<file path="src/rtl/camac_seq_pkg.sv">
// Shared widths, constants and types for the preemptible CAMAC cycle sequencer.
// Assumes one cable and one outstanding cycle at a time.
package camac_seq_pkg;
    localparam int FUNC_W   = 5;
    localparam int ADDR_W   = 9;
    localparam int CNT_W    = 8;
    localparam int DATA_W   = 16;
    localparam int NQ       = 2;
    localparam int Q_RT     = 0;
    localparam int Q_NRT    = 1;
    localparam int CTRL_BIT = 3;
    localparam logic [FUNC_W-1:0] SETUP_FUNC = FUNC_W'(16);

    typedef struct packed {
        logic [FUNC_W-1:0] func;
        logic [ADDR_W-1:0] addr;
        logic [CNT_W-1:0]  count;
        logic              pair;
        logic              lock;
        logic              setup_en;
        logic [DATA_W-1:0] base;
    } op_desc_t;

    typedef struct packed {
        logic [FUNC_W-1:0] func;
        logic [ADDR_W-1:0] addr;
        logic [CNT_W-1:0]  word;
        logic              half;
        logic              setup;
        logic              replay;
        logic              nodata;
        logic [DATA_W-1:0] data;
    } cyc_t;
endpackage

</file>
<file path="src/rtl/camac_seq_ctx.sv">
// Per-queue operation context: holds one descriptor and its progress
// (word index, half, pending setup write, error accumulation), presents the
// next cycle to issue, and advances when that cycle completes.
// Assumes adv and suspend never arrive in the same clock.
module camac_seq_ctx
    import camac_seq_pkg::*;
#(
    parameter bit CAN_SUSPEND = 1'b1
) (
    input  logic     clk,
    input  logic     rst_n,
    input  logic     load,
    input  op_desc_t desc_in,
    input  logic     adv,
    input  logic     noresp,
    input  logic     suspend,
    output logic     busy,
    output cyc_t     cur,
    output logic     boundary_ok,
    output logic     started,
    output logic     done,
    output logic     err
);
    op_desc_t         d;
    logic [CNT_W-1:0] idx;
    logic             half;
    logic             need_setup;
    logic             replay;
    logic             err_acc;
    logic             is_ctrl;
    logic             last_cycle;
    logic [CNT_W:0]   idx_next;

    // Decode of the current position against the descriptor.
    always_comb begin
        is_ctrl    = d.func[CTRL_BIT];
        idx_next   = {1'b0, idx} + 1'b1;
        last_cycle = (!d.pair || half) && (idx_next >= {1'b0, d.count});
    end

    // Next cycle presented to the issue stage.
    always_comb begin
        cur.func   = need_setup ? SETUP_FUNC : d.func;
        cur.addr   = d.addr;
        cur.word   = idx;
        cur.half   = need_setup ? 1'b0 : half;
        cur.setup  = need_setup;
        cur.replay = replay;
        cur.nodata = !need_setup && is_ctrl;
        cur.data   = need_setup ? (d.base + DATA_W'(idx)) : '0;
        boundary_ok = busy && !half && !d.lock;
    end

    // Progress state: load, per-cycle advance, and suspension bookkeeping.
    always_ff @(posedge clk) begin
        if (!rst_n) begin
            busy       <= 1'b0;
            d          <= '0;
            idx        <= '0;
            half       <= 1'b0;
            need_setup <= 1'b0;
            replay     <= 1'b0;
            err_acc    <= 1'b0;
            started    <= 1'b0;
            done       <= 1'b0;
            err        <= 1'b0;
        end else begin
            done <= 1'b0;
            err  <= 1'b0;
            if (load && !busy) begin
                busy       <= 1'b1;
                d          <= desc_in;
                idx        <= '0;
                half       <= 1'b0;
                need_setup <= desc_in.setup_en;
                replay     <= 1'b0;
                err_acc    <= 1'b0;
                started    <= 1'b0;
            end else if (busy && adv) begin
                started <= 1'b1;
                err_acc <= err_acc | noresp;
                if (need_setup) begin
                    need_setup <= 1'b0;
                    replay     <= 1'b0;
                end else if (is_ctrl || last_cycle) begin
                    busy <= 1'b0;
                    done <= 1'b1;
                    err  <= err_acc | noresp;
                end else if (d.pair && !half) begin
                    half <= 1'b1;
                end else begin
                    half <= 1'b0;
                    idx  <= idx_next[CNT_W-1:0];
                end
            end else if (CAN_SUSPEND && busy && suspend && started) begin
                need_setup <= d.setup_en;
                replay     <= d.setup_en;
            end
        end
    end

    // a replay mark only exists while a setup write is pending.
    p_replay_pending_r2: assert property (@(posedge clk) disable iff (!rst_n)
        replay |-> need_setup);

    // the word index never runs past the descriptor's count.
    p_idx_bound_r6: assert property (@(posedge clk) disable iff (!rst_n)
        (busy && d.count != '0) |-> (idx < d.count));

    // a done pulse lasts exactly one clock.
    p_done_pulse_r8: assert property (@(posedge clk) disable iff (!rst_n)
        done |=> !done);
endmodule

</file>
<file path="src/rtl/camac_seq_arb.sv">
// Issue arbiter: decides whether a free cable slot goes to the real-time or
// background context, and when to mark the background context as suspended.
// Assumes the real-time context itself is never interrupted.
module camac_seq_arb (
    input  logic slot_free,
    input  logic rt_busy,
    input  logic nrt_busy,
    input  logic nrt_started,
    input  logic nrt_boundary_ok,
    output logic issue,
    output logic pick_rt,
    output logic suspend_nrt
);
    logic rt_go;

    // Priority decision at a cycle boundary.
    always_comb begin
        rt_go       = rt_busy && (!nrt_busy || !nrt_started || nrt_boundary_ok);
        issue       = slot_free && (rt_go || nrt_busy);
        pick_rt     = rt_go;
        suspend_nrt = slot_free && rt_go && nrt_busy && nrt_started;
    end
endmodule

</file>
<file path="src/rtl/camac_preempt_seq.sv">
// Top of the preemptible CAMAC cycle sequencer. Holds one real-time and one
// background operation context, issues one cable cycle at a time through a
// request/done handshake, and reports completion per operation.
// Assumes the cable engine pulses cyc_done for one clock per request.
module camac_preempt_seq
    import camac_seq_pkg::*;
(
    input  logic              clk,
    input  logic              rst_n,
    input  logic              rt_valid,
    output logic              rt_ready,
    input  logic [FUNC_W-1:0] rt_func,
    input  logic [ADDR_W-1:0] rt_addr,
    input  logic [CNT_W-1:0]  rt_count,
    input  logic              rt_pair,
    input  logic              rt_setup,
    input  logic [DATA_W-1:0] rt_base,
    input  logic              nrt_valid,
    output logic              nrt_ready,
    input  logic [FUNC_W-1:0] nrt_func,
    input  logic [ADDR_W-1:0] nrt_addr,
    input  logic [CNT_W-1:0]  nrt_count,
    input  logic              nrt_pair,
    input  logic              nrt_lock,
    input  logic              nrt_setup,
    input  logic [DATA_W-1:0] nrt_base,
    output logic              cyc_req,
    output logic              cyc_rt,
    output logic [FUNC_W-1:0] cyc_func,
    output logic [ADDR_W-1:0] cyc_addr,
    output logic [CNT_W-1:0]  cyc_word,
    output logic              cyc_half,
    output logic              cyc_setup,
    output logic              cyc_replay,
    output logic              cyc_nodata,
    output logic [DATA_W-1:0] cyc_wdata,
    input  logic              cyc_done,
    input  logic              cyc_noresp,
    output logic              op_done,
    output logic              op_rt,
    output logic              op_err
);
    op_desc_t        q_desc [NQ];
    cyc_t            q_cur  [NQ];
    logic [NQ-1:0]   q_valid;
    logic [NQ-1:0]   q_busy;
    logic [NQ-1:0]   q_bound;
    logic [NQ-1:0]   q_started;
    logic [NQ-1:0]   q_done;
    logic [NQ-1:0]   q_err;
    logic [NQ-1:0]   q_adv;
    logic            issue;
    logic            pick_rt;
    logic            suspend_nrt;
    cyc_t            cyc_r;

    // Descriptor assembly from the two queue port groups.
    always_comb begin
        q_desc[Q_RT]  = '{func: rt_func, addr: rt_addr, count: rt_count,
                          pair: rt_pair, lock: 1'b0, setup_en: rt_setup,
                          base: rt_base};
        q_desc[Q_NRT] = '{func: nrt_func, addr: nrt_addr, count: nrt_count,
                          pair: nrt_pair, lock: nrt_lock, setup_en: nrt_setup,
                          base: nrt_base};
        q_valid[Q_RT]  = rt_valid;
        q_valid[Q_NRT] = nrt_valid;
    end

    // One context per queue; only the background one may be suspended.
    for (genvar q = 0; q < NQ; q++) begin : g_q
        assign q_adv[q] = cyc_req && cyc_done && (cyc_rt == (q == Q_RT));
        camac_seq_ctx #(
            .CAN_SUSPEND(q == Q_NRT)
        ) u_ctx (
            .clk        (clk),
            .rst_n      (rst_n),
            .load       (q_valid[q]),
            .desc_in    (q_desc[q]),
            .adv        (q_adv[q]),
            .noresp     (cyc_noresp),
            .suspend    ((q == Q_NRT) ? suspend_nrt : 1'b0),
            .busy       (q_busy[q]),
            .cur        (q_cur[q]),
            .boundary_ok(q_bound[q]),
            .started    (q_started[q]),
            .done       (q_done[q]),
            .err        (q_err[q])
        );
    end

    camac_seq_arb u_arb (
        .slot_free      (!cyc_req),
        .rt_busy        (q_busy[Q_RT]),
        .nrt_busy       (q_busy[Q_NRT]),
        .nrt_started    (q_started[Q_NRT]),
        .nrt_boundary_ok(q_bound[Q_NRT]),
        .issue          (issue),
        .pick_rt        (pick_rt),
        .suspend_nrt    (suspend_nrt)
    );

    // Cycle request register: latch the chosen cycle, release on done.
    always_ff @(posedge clk) begin
        if (!rst_n) begin
            cyc_req <= 1'b0;
            cyc_rt  <= 1'b0;
            cyc_r   <= '0;
        end else if (cyc_req && cyc_done) begin
            cyc_req <= 1'b0;
        end else if (issue) begin
            cyc_req <= 1'b1;
            cyc_rt  <= pick_rt;
            cyc_r   <= pick_rt ? q_cur[Q_RT] : q_cur[Q_NRT];
        end
    end

    // Port outputs.
    always_comb begin
        rt_ready   = !q_busy[Q_RT];
        nrt_ready  = !q_busy[Q_NRT];
        cyc_func   = cyc_r.func;
        cyc_addr   = cyc_r.addr;
        cyc_word   = cyc_r.word;
        cyc_half   = cyc_r.half;
        cyc_setup  = cyc_r.setup;
        cyc_replay = cyc_r.replay;
        cyc_nodata = cyc_r.nodata;
        cyc_wdata  = cyc_r.data;
        op_done    = |q_done;
        op_rt      = q_done[Q_RT];
        op_err     = |q_err;
    end

    // cycle fields hold while waiting for the engine.
    p_hold_fields_r9: assert property (@(posedge clk) disable iff (!rst_n)
        (cyc_req && !cyc_done) |=> (cyc_req && $stable(cyc_r) && $stable(cyc_rt)));

    // request drops right after completion.
    p_drop_after_done_r9: assert property (@(posedge clk) disable iff (!rst_n)
        (cyc_req && cyc_done) |=> !cyc_req);

    // a started background op mid-pair or locked keeps the cable.
    p_pair_lock_keep_r3: assert property (@(posedge clk) disable iff (!rst_n)
        (!cyc_req && q_busy[Q_NRT] && q_started[Q_NRT] && !q_bound[Q_NRT])
        |=> (cyc_req && !cyc_rt));

    // a held real-time op takes the next free slot when nothing blocks it.
    p_rt_next_slot_r1: assert property (@(posedge clk) disable iff (!rst_n)
        (!cyc_req && q_busy[Q_RT] &&
         (!q_busy[Q_NRT] || !q_started[Q_NRT] || q_bound[Q_NRT]))
        |=> (cyc_req && cyc_rt));

    // at most one operation completes per clock.
    p_single_done_r8: assert property (@(posedge clk) disable iff (!rst_n)
        $onehot0(q_done));
endmodule

</file>
<file path="config.mk">
export PLATFORM = sky130hd
export DESIGN_NAME = camac_preempt_seq
export DESIGN_NICKNAME = d
export VERILOG_FILES = /design/src/rtl/camac_seq_pkg.sv /design/src/rtl/camac_seq_ctx.sv /design/src/rtl/camac_seq_arb.sv /design/src/rtl/camac_preempt_seq.sv
export SDC_FILE = /design/constraint.sdc
export NUM_CORES = 1
export LEC_CHECK = 0
export BUFFER_PORTS_ARGS = -buffer_cell sky130_fd_sc_hd__buf_2
export CAP_MARGIN = 10
export CORE_UTILIZATION = 40
export DETAILED_ROUTE_END_ITERATION = 7
export PLACE_DENSITY = 0.62
export SLEW_MARGIN = 40
export SYNTH_ARGS = -nofsm -noshare
export SYNTH_HDL_FRONTEND = slang
export SYNTH_SLANG_ARGS = --single-unit
</file>
<file path="constraint.sdc">
create_clock -name clk -period 2.6 [get_ports clk]
set_input_delay 0.78 -clock clk [delete_from_list [all_inputs] [get_ports clk]]
set_output_delay 0.78 -clock clk [all_outputs]
set_load 0.01 [all_outputs]
</file>
---- Word level (Yosys, flattened, before mapping) ----
Index checks and enable logic that the tools add are counted.
storage, ports and cells
  output and inout port bits .............. 49
  register bits ........................... 154
  bits of input ports ..................... 87
  logic and storage cells ................. 149
operators by class
  bitwise operators ....................... 13
  equal/unequal tests ..................... 3
  reduce and logical (&&, ||, !) cells .... 63
  magnitude comparators ................... 2
  mux-type cells .......................... 26
  add/sub/neg operators ................... 4
operators with widths
  cell                                                                     number
  42-bit two-way mux                                                       1
  16-bit by 8-bit adder with 16-bit output                                 2
  16-bit two-way mux                                                       2
  1-bit logical AND                                                        22
  1-bit two-way mux                                                        21
  8-bit by 1-bit adder with 9-bit output, second input constant            2
  9-bit by 8-bit >= comparator with 1-bit output                           2
  3-bit AND reduction                                                      4
  1-bit logical NOT                                                        11
  1-bit NOT                                                                11
  5-bit two-way mux                                                        2
  2-bit nonzero test                                                       5
  2-bit OR reduction                                                       5
  5-bit OR reduction                                                       2
  4-bit AND reduction                                                      2
  4-bit OR reduction                                                       2
  1-bit logical OR                                                         7
  2-bit inequality test, second input constant                             2
  2-bit AND reduction                                                      2
  3-bit nonzero test                                                       1
  2-bit by 1-bit inequality test with 1-bit output, second input constant  1
  1-bit bitwise OR                                                         2

---- Longest topological paths before layout ----
Gate-level depths: netlist of run 1.
  depth after elaboration ................. 13
  mapped depth ............................ 12
  depth with buffers taken out ............ 11

---- Cells and area by module ----
A second synthesis of run 1 with hierarchy kept.
unflattened totals
  cells, all modules ...................... 1022
  area total of the unflattened synthesis .. 8842.2 sq um
modules (own cells, without submodules)
  module                         sequential area each (sq um)  instances  cells each  area each (sq um)
  camac_seq_ctx at g_q[1].u_ctx  1141.1                        1          401         3235.6
  camac_seq_ctx at g_q[0].u_ctx  1101.1                        1          407         3231.8
  camac_preempt_seq              880.8                         1          209         2347.3
  camac_seq_arb                  0.0                           1          5           27.5

---- Worst setup path before layout of run 1 ----
No wires, ideal clock.
  path kind ............................... register to register
  from .................................... reg g_q[1].u_ctx.idx[1]
  to ...................................... reg g_q[1].u_ctx.idx[5]
  setup slack ............................. 0.022 ns
  buffers on the path ..................... 1
  period minus slack after synthesis ...... 2.578 ns
  cell stages (with the launch flop) ...... 12
  data arrival time ....................... 2.462 ns
  required time ........................... 2.484 ns
  library setup time ...................... 0.116 ns
  path through ............................ dfxtp_1 ha_1 and3_4 xor2_1 ha_1 a21o_1 a211o_1 o211ai_1 o2111a_1 buf_4 a31oi_1 a41o_1
between the ends
  longest elaborated chain between the ends .. 6
RTL lines
  element                                         RTL line             RTL
  from (decl)                                     camac_seq_ctx.sv:25  logic [CNT_W-1:0] idx;
  from (signal assigned)                          camac_seq_ctx.sv:93  idx <= idx_next[CNT_W-1:0];
  8-bit by 1-bit adder with 9-bit output          camac_seq_ctx.sv:37  idx_next = {1'b0, idx} + 1'b1;
  via g_q[1].u_ctx.idx_next[4]                    camac_seq_ctx.sv:32  logic [CNT_W:0] idx_next;
  9-bit by 8-bit >= comparator with 1-bit output  camac_seq_ctx.sv:38  last_cycle = (!d.pair || half) && (idx_next >= {1'b0, d.count});
  1-bit logical AND                               camac_seq_ctx.sv:38
  1-bit logical OR                                camac_seq_ctx.sv:85  end else if (is_ctrl || last_cycle) begin
  1-bit NOT (no source line)                      n/a
  4-bit AND reduction (no source line)            n/a
The timed path passes the listed nets, and every way through them passes these cells.
A chain may end at the register's enable or synchronous reset.

---- Final worst setup path of run 1 ----
  from .................................... reg g_q[1].u_ctx.idx[0]
  to ...................................... reg g_q[1].u_ctx.idx[0]
The elaborated chain is that of the path after synthesis.

==> flow_metrics.py, run 1 <==
metrics = {
    "die": {
        "top_level_ports": 136,
        "fp.coreArea_um2": 18800,
        "die_h_um": 141,
        "row_count": 50,
        "initial_utilization_pct": 41.0,
        "total_die_area_um2": 19800,
        "die_x_um": 141,
    },
    "synthesis": {
        "syn-mean-instance-area_um2": 8.23,
        "synth_top_area_share_pct": 39.8,
        "ys_warn_count": 0,
        "synth.net_count": 1058,
        "largest_family_of_logic_cells_by_synthesized_area": "compound AO/OA/AOI/OAI gates",
        "syn_inst": 935,
        "yosys-top-cells-area": "sky130_fd_sc_hd__dfxtp_1 40%, sky130_fd_sc_hd__nand2_1 10%, sky130_fd_sc_hd__a21boi_0 8.1%",
        "async_flop_share_pct": 0,
        "synth-xor-area-share_pct": 3.64,
        "postSynthRegisterBits": 153,
        "synth_simple_gate_area_share_pct": 21.3,
        "synth_compound_gate_area_share_pct": 24.6,
        "syn_area_um2": 7690,
        "yosys.area_share.adder_pct": 6.05,
        "synth.area.mux_share_pct": 0.390,
        "synth.distinct_cells": 54,
        "synth_top_cell_by_area": "sky130_fd_sc_hd__dfxtp_1",
        "count_of_flip_flops_with_a_built_in_enable_after_synthesis": 0,
        "top_flip_flop_cell_by_instance_count_after_synthesis": "sky130_fd_sc_hd__dfxtp_1",
        "ys_seq_area_share_pct": 39.8,
    },
    "grt": {
        "grt_pass1_wl_mm": 34.3,
        "grt-ovfl-total": 0,
        "first_global_vias": 6700,
        "grt_max_degree": 47,
        "gr-usage-all-layers_pct": 22.1,
        "grt_antenna_before_repair": 0,
    },
    "timing": {
        "setup_violations": 0,
        "slew_headroom_pct": 53.2,
        "setup_total_negative_slack_ps": 0,
        "whs_ps": 463,
        "final.period_utilization_pct": 99.4,
        "finalCriticalPeriod_ps": 2580,
        "rsz_0062_raised_after_global_routing": "true",
        "final-hold-violation-count": 0,
        "worstMarginPinSlew_ps": 700,
        "fin_skew_ps": 8.99,
        "slew_violations": 0,
        "fmax_mhz": 387,
    },
    "min_path": {
        "worst_hold_path.num_cells": 2,
        "hold_class": "flop to flop",
    },
    "cts": {
        "worstSkewPairLatency_ps": 430,
        "tritoncts.num_buffers": 17,
        "ctsRootBufferMaster": "sky130_fd_sc_hd__clkbuf_16",
        "tritoncts_num_sinks": 153,
        "cts_buffer_depth": 2,
        "cts_hold_buffers": 0,
        "cts_tree": "built",
        "reg_clk_slew_reported_paths_ps": 70,
        "cts.htree.levels": 4,
    },
    "place": {
        "hpwl_mm": 15.6,
        "place.detailed.instances": 1297,
        "io_buffer_count": 135,
        "dpl_cell_area_um2": 8860,
        "place_congestion": 0.869,
    },
    "setup_path": {
        "worst_r2r_path_depth": 11,
        "worst_setup_path_startpoint": "g_q[1].u_ctx.idx[0]",
        "r2r_slack_ps": 20,
        "critical_path.max_fanout": 4,
        "worstSetupEndpoint": "g_q[1].u_ctx.idx[0]",
        "timing.rr.start": "g_q[1].u_ctx.idx[0]",
        "cp.arrival_ps": 2930,
        "timing.critical_path.to_type": "flop",
        "crit-reg2reg-capture": "g_q[1].u_ctx.idx[0]",
        "cp.required_ps": 2950,
        "critPathKind": "flop to flop",
        "critPathLaunchType": "flop",
    },
    "finish": {
        "post_layout_nonfiller_instances": 1339,
        "area_occupied_by_multi_input_gates_um2": 4510,
        "area_growth_syn_to_layout_pct": 26.7,
        "design.final.nets": 1214,
        "n_fill_cell": 1814,
        "drive_gt1_share_pct": 24.5,
        "layout_common_cells": "210 x sky130_fd_sc_hd__nand2_1, 146 x sky130_fd_sc_hd__dfxtp_1, 134 x sky130_fd_sc_hd__buf_2, 83 x sky130_fd_sc_hd__a21boi_0, 59 x sky130_fd_sc_hd__buf_4",
        "area.sequential_um2": 3080,
        "postLayoutCellArea_um2": 9750,
        "layout_commonest_cell": "sky130_fd_sc_hd__nand2_1",
    },
    "status": {
        "status": "finished clean",
    },
    "drt": {
        "first_iter_violations": 398,
        "via_per_inst": 5.33,
        "detail_route.drc_violations": 0,
        "firstDrtPassIters": 5,
        "detail-route-antenna-nets": 0,
        "dr_total_vias": 7138,
        "drt_wirelength_mm": 21.6,
        "routedWlPerCell_um": 16.2,
    },
    "run": {
        "cap_violations": 0,
    },
    "power": {
        "totalPowerFinal_uw": 5990,
        "power-per-cell-area_nw_per_um2": 615,
        "p_leak_uw": 0.00440,
        "worst_ir_drop_vdd_mv": 0.422,
    },
}
cells in the mapped netlist (11+ instances only):
cell	instances
sky130_fd_sc_hd__nand2_1	212
sky130_fd_sc_hd__inv_1	24
sky130_fd_sc_hd__o211a_1	26
sky130_fd_sc_hd__xor2_1	11
sky130_fd_sc_hd__clkbuf_1	51
sky130_fd_sc_hd__ha_1	34
sky130_fd_sc_hd__o21ai_0	35
sky130_fd_sc_hd__nand3_1	48
sky130_fd_sc_hd__xnor2_1	21
sky130_fd_sc_hd__dfxtp_1	153
sky130_fd_sc_hd__a31oi_1	17
sky130_fd_sc_hd__nor2_1	40
sky130_fd_sc_hd__a21boi_0	83
sky130_fd_sc_hd__a21oi_1	30
critical path, stage by stage (launching register included):
cell,delay [ps]
sky130_fd_sc_hd__dfxtp_4,360
sky130_fd_sc_hd__ha_4,150
sky130_fd_sc_hd__and3_4,190
sky130_fd_sc_hd__xor2_2,140
sky130_fd_sc_hd__ha_1,320
sky130_fd_sc_hd__a21o_1,190
sky130_fd_sc_hd__a211o_1,250
sky130_fd_sc_hd__o211ai_1,140
sky130_fd_sc_hd__buf_4,190
sky130_fd_sc_hd__o2111ai_4,90
sky130_fd_sc_hd__or3_1,370
sky130_fd_sc_hd__a21oi_1,120
registers in the layout, summed over array words and instances (netlist names), 4 cells and up:
name / count
cyc_word: 8
g_q.u_ctx.d: 62
cyc_wdata: 16
g_q.u_ctx.cur: 18
cyc_func: 4
cyc_addr: 9
g_q.u_ctx.idx: 16
through the flow:
| step | utilization (%) | worst slack, ps |
|---|---|---|
| after floorplan | - | 21.8 |
| after global placement | 47.2 | 2.35 |
| after detailed placement | 47.2 | -76.7 |
| after CTS | 50.9 | 6.94 |
| after global routing | 51.9 | -77.2 |
| final | 52.0 | 15.3 |
repair_timing:
action,4_1_cts,5_1_grt
setup endpoints to repair,11,28
gates resized for setup,6,42
gates cloned,0,1
pin swaps,4,14
setup buffers,5,4
hold endpoints to repair,0,0
metal layers:
layer	global-route usage [%]	part of all wire, %	routed length, um	up-vias
met3	4.38	5.2	1120	28
met2	35.6	46	10000	179
met5	0	0	0	-
li1	-	-	-	3623
met1	29.3	47	10100	3308
met4	7.72	1.7	362	0
report_power, final:
group	switching, uW	internal [uW]	leakage (uW)
combinational	436	320	0.00284
clock	1010	1630	0.000301
sequential	110	2490	0.00126
worst min path at each step:
stage / slack, ps / startpoint / end
2_1_floorplan: 430 / g_q[1].u_ctx.err_acc / g_q[1].u_ctx.err_acc
3_5_place_dp: 450 / g_q[1].u_ctx.err_acc / g_q[1].u_ctx.err_acc
5_1_grt: 490 / g_q[0].u_ctx.cur[32] / g_q[0].u_ctx.cur[32]
3_3_place_gp: 440 / g_q[1].u_ctx.err_acc / g_q[1].u_ctx.err_acc
6_report: 460 / g_q[0].u_ctx.d[25] / g_q[0].u_ctx.d[25]
4_1_cts: 470 / g_q[0].u_ctx.d[37] / g_q[0].u_ctx.d[37]
cells by family after synthesis:
kind of cell             Yosys count
AND/OR/NAND/NOR                  367
AO/OA/AOI/OAI                    260
buffers and inverters             84
flip-flops                       153
XOR/XNOR                          32
adder cells (fa/ha/maj)           36
multiplexers                       3
layout make-up:
class	count	area share [%]
multi-input combinational	699	46.3
sequential	153	31.6
timing repair buffer	196	11.9
clock buffer	21	4.62
tap	234	3.00
clock inverter	11	1.73
inverter	24	0.924
antenna	1	0.0257
No activity file was read; power rests on OpenSTA's default activity.
==> run 2, diff against run 1 <==
--- a/config.mk
+++ b/config.mk
@@ -5,7 +5,7 @@
 export SDC_FILE = /design/constraint.sdc
 export NUM_CORES = 1
 export LEC_CHECK = 0
-export BUFFER_PORTS_ARGS = -buffer_cell sky130_fd_sc_hd__buf_2
+export BUFFER_PORTS_ARGS = -buffer_cell sky130_fd_sc_hd__buf_4
 export CAP_MARGIN = 10
 export CORE_UTILIZATION = 40
 export DETAILED_ROUTE_END_ITERATION = 7
==> run 2 against run 1 <==
Net effect: the run now ends with negative setup slack left; wire length up 0.70%; cell count increased by 0.30%; die area did not move; non-clock buffer count rose by 5; clock power hardly changed; via count is 1.0% higher; flip-flop and latch count stayed put; global-route usage fell by 0.19 points; utilization grew 2.3 points; worst hold slack is essentially flat; first-iteration DRC count up 0.50%.
==> flow_metrics.py, run 2 (synthesis gave the netlist of run 1 again) <==
metrics = {
    "status": {
        "status": "finished, violations left",
        "failing_checks": "negative setup slack",
    },
    "min_path": {
        "hold_class": "flop to flop",
        "worst_hold_startpoint": "g_q[1].u_ctx.d[26]",
    },
    "cts": {
        "cts.htree.levels": 4,
        "worstSkewPairLatency_ps": 430,
        "cts_buffer_depth": 2,
        "cts_tree": "built",
        "ctsRootBufferMaster": "sky130_fd_sc_hd__clkbuf_16",
        "reg_clk_slew_reported_paths_ps": 60,
        "tritoncts_num_sinks": 153,
        "tritoncts.num_buffers": 17,
    },
    "timing": {
        "fin_skew_ps": 10.2,
        "worstMarginPinSlew_ps": 854,
        "slew_violations": 0,
        "final-hold-violation-count": 0,
        "slew_headroom_pct": 43.0,
        "postLayoutSetupSlackWorst_ps": -42.1,
        "rsz_0062_raised_after_global_routing": "true",
        "setup_violations": 5,
        "fmax_mhz": 378,
        "finalCriticalPeriod_ps": 2640,
        "final.period_utilization_pct": 102,
    },
    "drt": {
        "via_per_inst": 5.37,
        "firstDrtPassIters": 5,
        "detail-route-antenna-nets": 0,
        "detail_route.drc_violations": 0,
        "first_iter_violations": 400,
        "routedWlPerCell_um": 16.2,
        "drt_wirelength_mm": 21.8,
        "dr_total_vias": 7212,
    },
    "power": {
        "worst_ir_drop_vdd_mv": 0.412,
        "p_leak_uw": 0.00451,
        "power.combinational.fraction_pct": 13.6,
        "power.switching_uw": 1570,
        "seq_power_share_pct": 42.8,
        "internal_power_uw": 4510,
        "power-per-cell-area_nw_per_um2": 597,
        "pwr-share-clk_pct": 43.6,
        "switching_share_pct": 25.8,
        "totalPowerFinal_uw": 6080,
    },
    "finish": {
        "antenna_cells_inserted": 0,
        "postLayoutCellArea_um2": 10200,
        "area_growth_syn_to_layout_pct": 32.2,
        "design.final.nets": 1220,
        "largest_reg_flops": 62,
        "drive_gt1_share_pct": 24.9,
        "regMostFlops": "g_q.u_ctx.d",
        "layout_commonest_cell": "sky130_fd_sc_hd__nand2_1",
        "layout_common_cells": "210 x sky130_fd_sc_hd__nand2_1, 194 x sky130_fd_sc_hd__buf_4, 148 x sky130_fd_sc_hd__dfxtp_1, 83 x sky130_fd_sc_hd__a21boi_0, 46 x sky130_fd_sc_hd__nand3_1",
    },
    "die": {
        "initial_utilization_pct": 41.0,
        "total_die_area_um2": 19800,
        "top_level_ports": 136,
        "fp.coreArea_um2": 18800,
        "row_count": 50,
        "die_x_um": 141,
        "die_h_um": 141,
    },
    "grt": {
        "gr-usage-all-layers_pct": 21.9,
        "grt_max_degree": 70,
        "grt_antenna_before_repair": 0,
        "grt-ovfl-total": 0,
        "first_global_vias": 6724,
        "grt_pass1_wl_mm": 34.0,
    },
    "setup_path": {
        "cp.required_ps": 2950,
        "worst_setup_path_startpoint": "g_q[0].u_ctx.idx[1]",
        "critical_path.max_fanout": 7,
        "critPathLaunchType": "flop",
        "timing.critical_path.to_type": "flop",
        "cp.arrival_ps": 2990,
        "timing.rr.start": "g_q[0].u_ctx.idx[1]",
        "critPathKind": "flop to flop",
    },
    "run": {
        "cap_violations": 0,
    },
    "place": {
        "dpl_cell_area_um2": 9190,
        "place_congestion": 0.872,
        "hpwl_mm": 15.4,
        "io_buffer_count": 135,
    },
}
[run 2: cell types whose count changed in the layout (fill, tap and decap cells not counted), sizes merged]
cell and delta:
buf +5, diode -1, clkinvlp +1, clkinv -4, inv +2, a32oi +1
[run 2: what timing repair did]
action | 4_1_cts | 5_1_grt
setup buffers | 5 | 8
endpoints found under the hold margin | 0 | 0
resized for setup | 10 | 46
pin swaps | 3 | 23
endpoints found under the setup margin | 14 | 29
hold buffers | 0 | 0
gates cloned | 1 | 1
[run 2: routing by layer]
| metal | GRT usage [%] | share of wire [%] | vias up |
|---|---|---|---|
| met5 | 0 | 0 | - |
| met4 | 8.41 | 2.3 | 0 |
| met3 | 5.64 | 5.7 | 35 |
| met2 | 34.9 | 47 | 201 |
| met1 | 28.3 | 45 | 3342 |
| li1 | - | - | 3634 |
[run 2: path summary, 6_finish.rpt]
| check | end | slack, ps | cells after the start |
|---|---|---|---|
| setup / recovery | g_q[0].u_ctx.idx[7] | -40 | 11 |
| hold / removal | g_q[1].u_ctx.d[26] | 460 | 2 |
| setup reg to reg | g_q[0].u_ctx.idx[7] | -40 | 11 |
| hold reg to reg | g_q[1].u_ctx.d[26] | 460 | 2 |
[run 2: area by class of cell]
type	count	area (um2)
clock buffer	21	450
clock inverter	10	166
fill	1760	8590
inverter	24	90.1
multi-input combinational	700	4560
sequential	153	3070
tap	234	293
timing repair buffer	201	1540
[run 2: worst max-delay path: stages (launching register included)]
cell,delay [ps]
sky130_fd_sc_hd__dfxtp_2,360
sky130_fd_sc_hd__ha_4,140
sky130_fd_sc_hd__and3_4,210
sky130_fd_sc_hd__nand2_4,60
sky130_fd_sc_hd__xnor2_2,130
sky130_fd_sc_hd__ha_1,370
sky130_fd_sc_hd__nand2_2,140
sky130_fd_sc_hd__nor2_4,50
sky130_fd_sc_hd__a211oi_4,280
sky130_fd_sc_hd__a32oi_4,200
sky130_fd_sc_hd__or4_1,450
sky130_fd_sc_hd__a21oi_1,170
[run 2: metrics by stage]
stage | setup TNS, ps | hold WS, ps | cells | utilization, % | setup WS [ps]
floorplan | 0 | 432 | 935 | - | 21.8
global placement | -64.3 | 449 | 1297 | 49.0 | -24.0
detailed placement | -954 | 451 | 1297 | 49.0 | -113
CTS | -18.9 | 467 | 1334 | 52.8 | -10.1
global route | -1280 | 489 | 1343 | 54.2 | -118
finish | -119 | 463 | 1343 | 54.2 | -42.1
[run 2: power groups by stage]
| stage | Combinational (uW) | Sequential (uW) | Clock (uW) |
|---|---|---|---|
| finish | 828 | 2600 | 2650 |
| detailed placement | 786 | 2650 | 0 |
| floorplan | 418 | 2640 | 0 |
| global placement | 780 | 2650 | 0 |
| CTS | 806 | 2600 | 2680 |
| global route | 914 | 2620 | 2780 |
==> run 3, diff against run 2 <==
--- a/config.mk
+++ b/config.mk
@@ -9,8 +9,9 @@
 export CAP_MARGIN = 10
 export CORE_UTILIZATION = 40
 export DETAILED_ROUTE_END_ITERATION = 7
-export PLACE_DENSITY = 0.62
+export PLACE_DENSITY = 0.61
 export SLEW_MARGIN = 40
 export SYNTH_ARGS = -nofsm -noshare
 export SYNTH_HDL_FRONTEND = slang
+export SYNTH_HIERARCHICAL = 1
 export SYNTH_SLANG_ARGS = --single-unit
==> run 3 against run 2 <==
Net effect: the run still ends with negative setup slack left; critical endpoint is now g_q[1].u_ctx/idx[0]; worst setup slack worse by 84 ps; register-to-register slack worse by 80 ps; clock skew is 1.9 ps higher; global-route usage is 0.16 points lower; via count is 5.0% higher; highest routed layer unchanged; synthesized area is 14% higher.
==> flow_metrics.py, run 3 <==
metrics = {
    "status": {
        "status": "finished, violations left",
        "failing_checks": "negative setup slack",
    },
    "setup_path": {
        "critPathKind": "flop to flop",
        "timing.critical_path.to_type": "flop",
        "critPathLaunchType": "flop",
        "cp.required_ps": 2940,
        "critical_path.max_fanout": 8,
        "cp.arrival_ps": 3070,
    },
    "drt": {
        "via_per_inst": 5.33,
        "drt_wirelength_mm": 23.9,
        "detail_route.drc_violations": 0,
        "dr_total_vias": 7573,
        "detail-route-antenna-nets": 0,
        "firstDrtPassIters": 5,
        "first_iter_violations": 397,
        "routedWlPerCell_um": 16.8,
    },
    "cts": {
        "cts.htree.levels": 4,
        "worstSkewPairLatency_ps": 440,
        "cts_hold_buffers": 0,
        "reg_clk_slew_reported_paths_ps": 60,
        "cts_buffer_depth": 2,
        "tritoncts.num_buffers": 17,
        "ctsRootBufferMaster": "sky130_fd_sc_hd__clkbuf_16",
        "tritoncts_num_sinks": 154,
        "cts_tree": "built",
    },
    "timing": {
        "postLayoutSetupSlackWorst_ps": -126,
        "setup_violations": 10,
        "fmax_mhz": 367,
        "finalCriticalPeriod_ps": 2730,
        "fin_skew_ps": 12.0,
        "worstMarginPinSlew_ps": 689,
        "rsz_0062_raised_after_global_routing": "true",
        "slew_violations": 0,
        "final-hold-violation-count": 0,
        "whs_ps": 455,
        "slew_headroom_pct": 54.0,
        "final.period_utilization_pct": 105,
    },
    "finish": {
        "layout_commonest_cell": "sky130_fd_sc_hd__nand2_1",
        "largest_reg_flops": 62,
        "layout_common_cells": "233 x sky130_fd_sc_hd__nand2_1, 183 x sky130_fd_sc_hd__buf_4, 149 x sky130_fd_sc_hd__dfxtp_1, 70 x sky130_fd_sc_hd__a21boi_0, 44 x sky130_fd_sc_hd__mux2i_1",
        "design.final.nets": 1256,
        "area_growth_syn_to_layout_pct": 26.3,
        "regMostFlops": "g_q.u_ctx/d",
        "n_fill_cell": 2003,
        "antenna_cells_inserted": 0,
        "drive_gt1_share_pct": 29.2,
    },
    "die": {
        "die_h_um": 150,
        "initial_utilization_pct": 41.2,
        "row_count": 53,
        "total_die_area_um2": 22500,
        "fp.coreArea_um2": 21300,
        "top_level_ports": 136,
        "die_x_um": 150,
    },
    "synthesis": {
        "syn_inst": 1013,
        "syn-mean-instance-area_um2": 8.66,
        "ys_warn_count": 6,
        "synth.net_count": 1136,
        "syn_area_um2": 8770,
    },
    "place": {
        "io_buffer_count": 135,
        "hpwl_mm": 16.7,
        "place_congestion": 0.822,
        "place_ws_ps": -117,
    },
    "grt": {
        "first_global_vias": 7341,
        "grt-ovfl-total": 0,
        "grt_max_degree": 68,
        "grt_antenna_before_repair": 0,
        "grt_pass1_wl_mm": 37.9,
        "gr-usage-all-layers_pct": 21.7,
    },
    "run": {
        "cap_violations": 0,
    },
    "power": {
        "power-per-cell-area_nw_per_um2": 556,
        "p_leak_uw": 0.00437,
        "worst_ir_drop_vdd_mv": 0.376,
    },
    "min_path": {
        "hold_class": "flop to flop",
    },
}
==> run 3: changes by cell type in the layout (fill, tap and decap cells not counted), sizes merged, moves of 9 or more <==
cell,change
o32ai,+42
mux2i,+41
nand3,-34
o211a,-25
nand2,+20
o21ai,-14
nor2b,+12
xnor2,-11
a21oi,+9
==> run 3: area by class of cell <==
type / instances / area [um2] / share of cell area [%]
Multi-Input combinational cell: 740 / 5350 / 48.3
Timing Repair Buffer: 193 / 1530 / 13.8
Inverter: 27 / 101 / 0.915
Tap cell: 275 / 344 / 3.11
Clock inverter: 15 / 226 / 2.04
Sequential cell: 154 / 3090 / 27.9
Clock buffer: 17 / 425 / 3.84
==> run 3: power by group <==
| part | switching, uW | internal, uW |
|---|---|---|
| combinational | 476 | 368 |
| sequential | 90.8 | 2450 |
| clock | 1130 | 1650 |
| total | 1690 | 4470 |
==> run 3: critical path: stages (launching register included) <==
cell	delay, ps
sky130_fd_sc_hd__dfxtp_4	380
sky130_fd_sc_hd__ha_4	150
sky130_fd_sc_hd__nand3_2	60
sky130_fd_sc_hd__or2_4	280
sky130_fd_sc_hd__xnor2_2	140
sky130_fd_sc_hd__ha_1	290
sky130_fd_sc_hd__and3_4	170
sky130_fd_sc_hd__a221oi_4	330
sky130_fd_sc_hd__buf_4	190
sky130_fd_sc_hd__o21ai_4	90
sky130_fd_sc_hd__or3_1	390
sky130_fd_sc_hd__a21oi_2	170
==> run 3: worst paths after layout <==
kind / from / end / slack [ps] / cells past startpoint
hold / removal: g_q[1].u_ctx/d[23] / g_q[1].u_ctx/d[23] / 460 / 2
setup reg to reg: g_q[1].u_ctx/idx[1] / g_q[1].u_ctx/idx[0] / -130 / 11
hold reg to reg: g_q[1].u_ctx/d[23] / g_q[1].u_ctx/d[23] / 460 / 2
setup / recovery: g_q[1].u_ctx/idx[1] / g_q[1].u_ctx/idx[0] / -130 / 11
==> run 3: routing by layer <==
layer | part of all wire (%) | GRT usage, %
met1 | 44 | 26.9
met2 | 47 | 35.6
met3 | 6.2 | 6.16
met4 | 2.4 | 8.13
met5 | 0 | 0
==> run 3: timing repair <==
| action | in CTS | in global routing |
|---|---|---|
| setup buffers | 2 | 4 |
| endpoints found under the setup margin | 15 | 30 |
| resized for setup | 10 | 46 |
| pin swaps | 16 | 24 |
| cloned | 1 | 1 |
==> run 3: metrics by stage <==
| stage | setup TNS [ps] | power (uW) | util [%] | std cells | cell area [um2] |
|---|---|---|---|---|---|
| floorplan | 0 | 3120 | - | 1013 | 8770 |
| global placement | -145 | 3410 | 47.4 | 1381 | 10100 |
| detailed placement | -706 | 3420 | 47.4 | 1381 | 10100 |
| CTS | -316 | 6200 | 50.9 | 1416 | 10800 |
| global route | -1750 | 6420 | 52.0 | 1421 | 11100 |
| finish | -539 | 6160 | 52.0 | 1421 | 11100 |
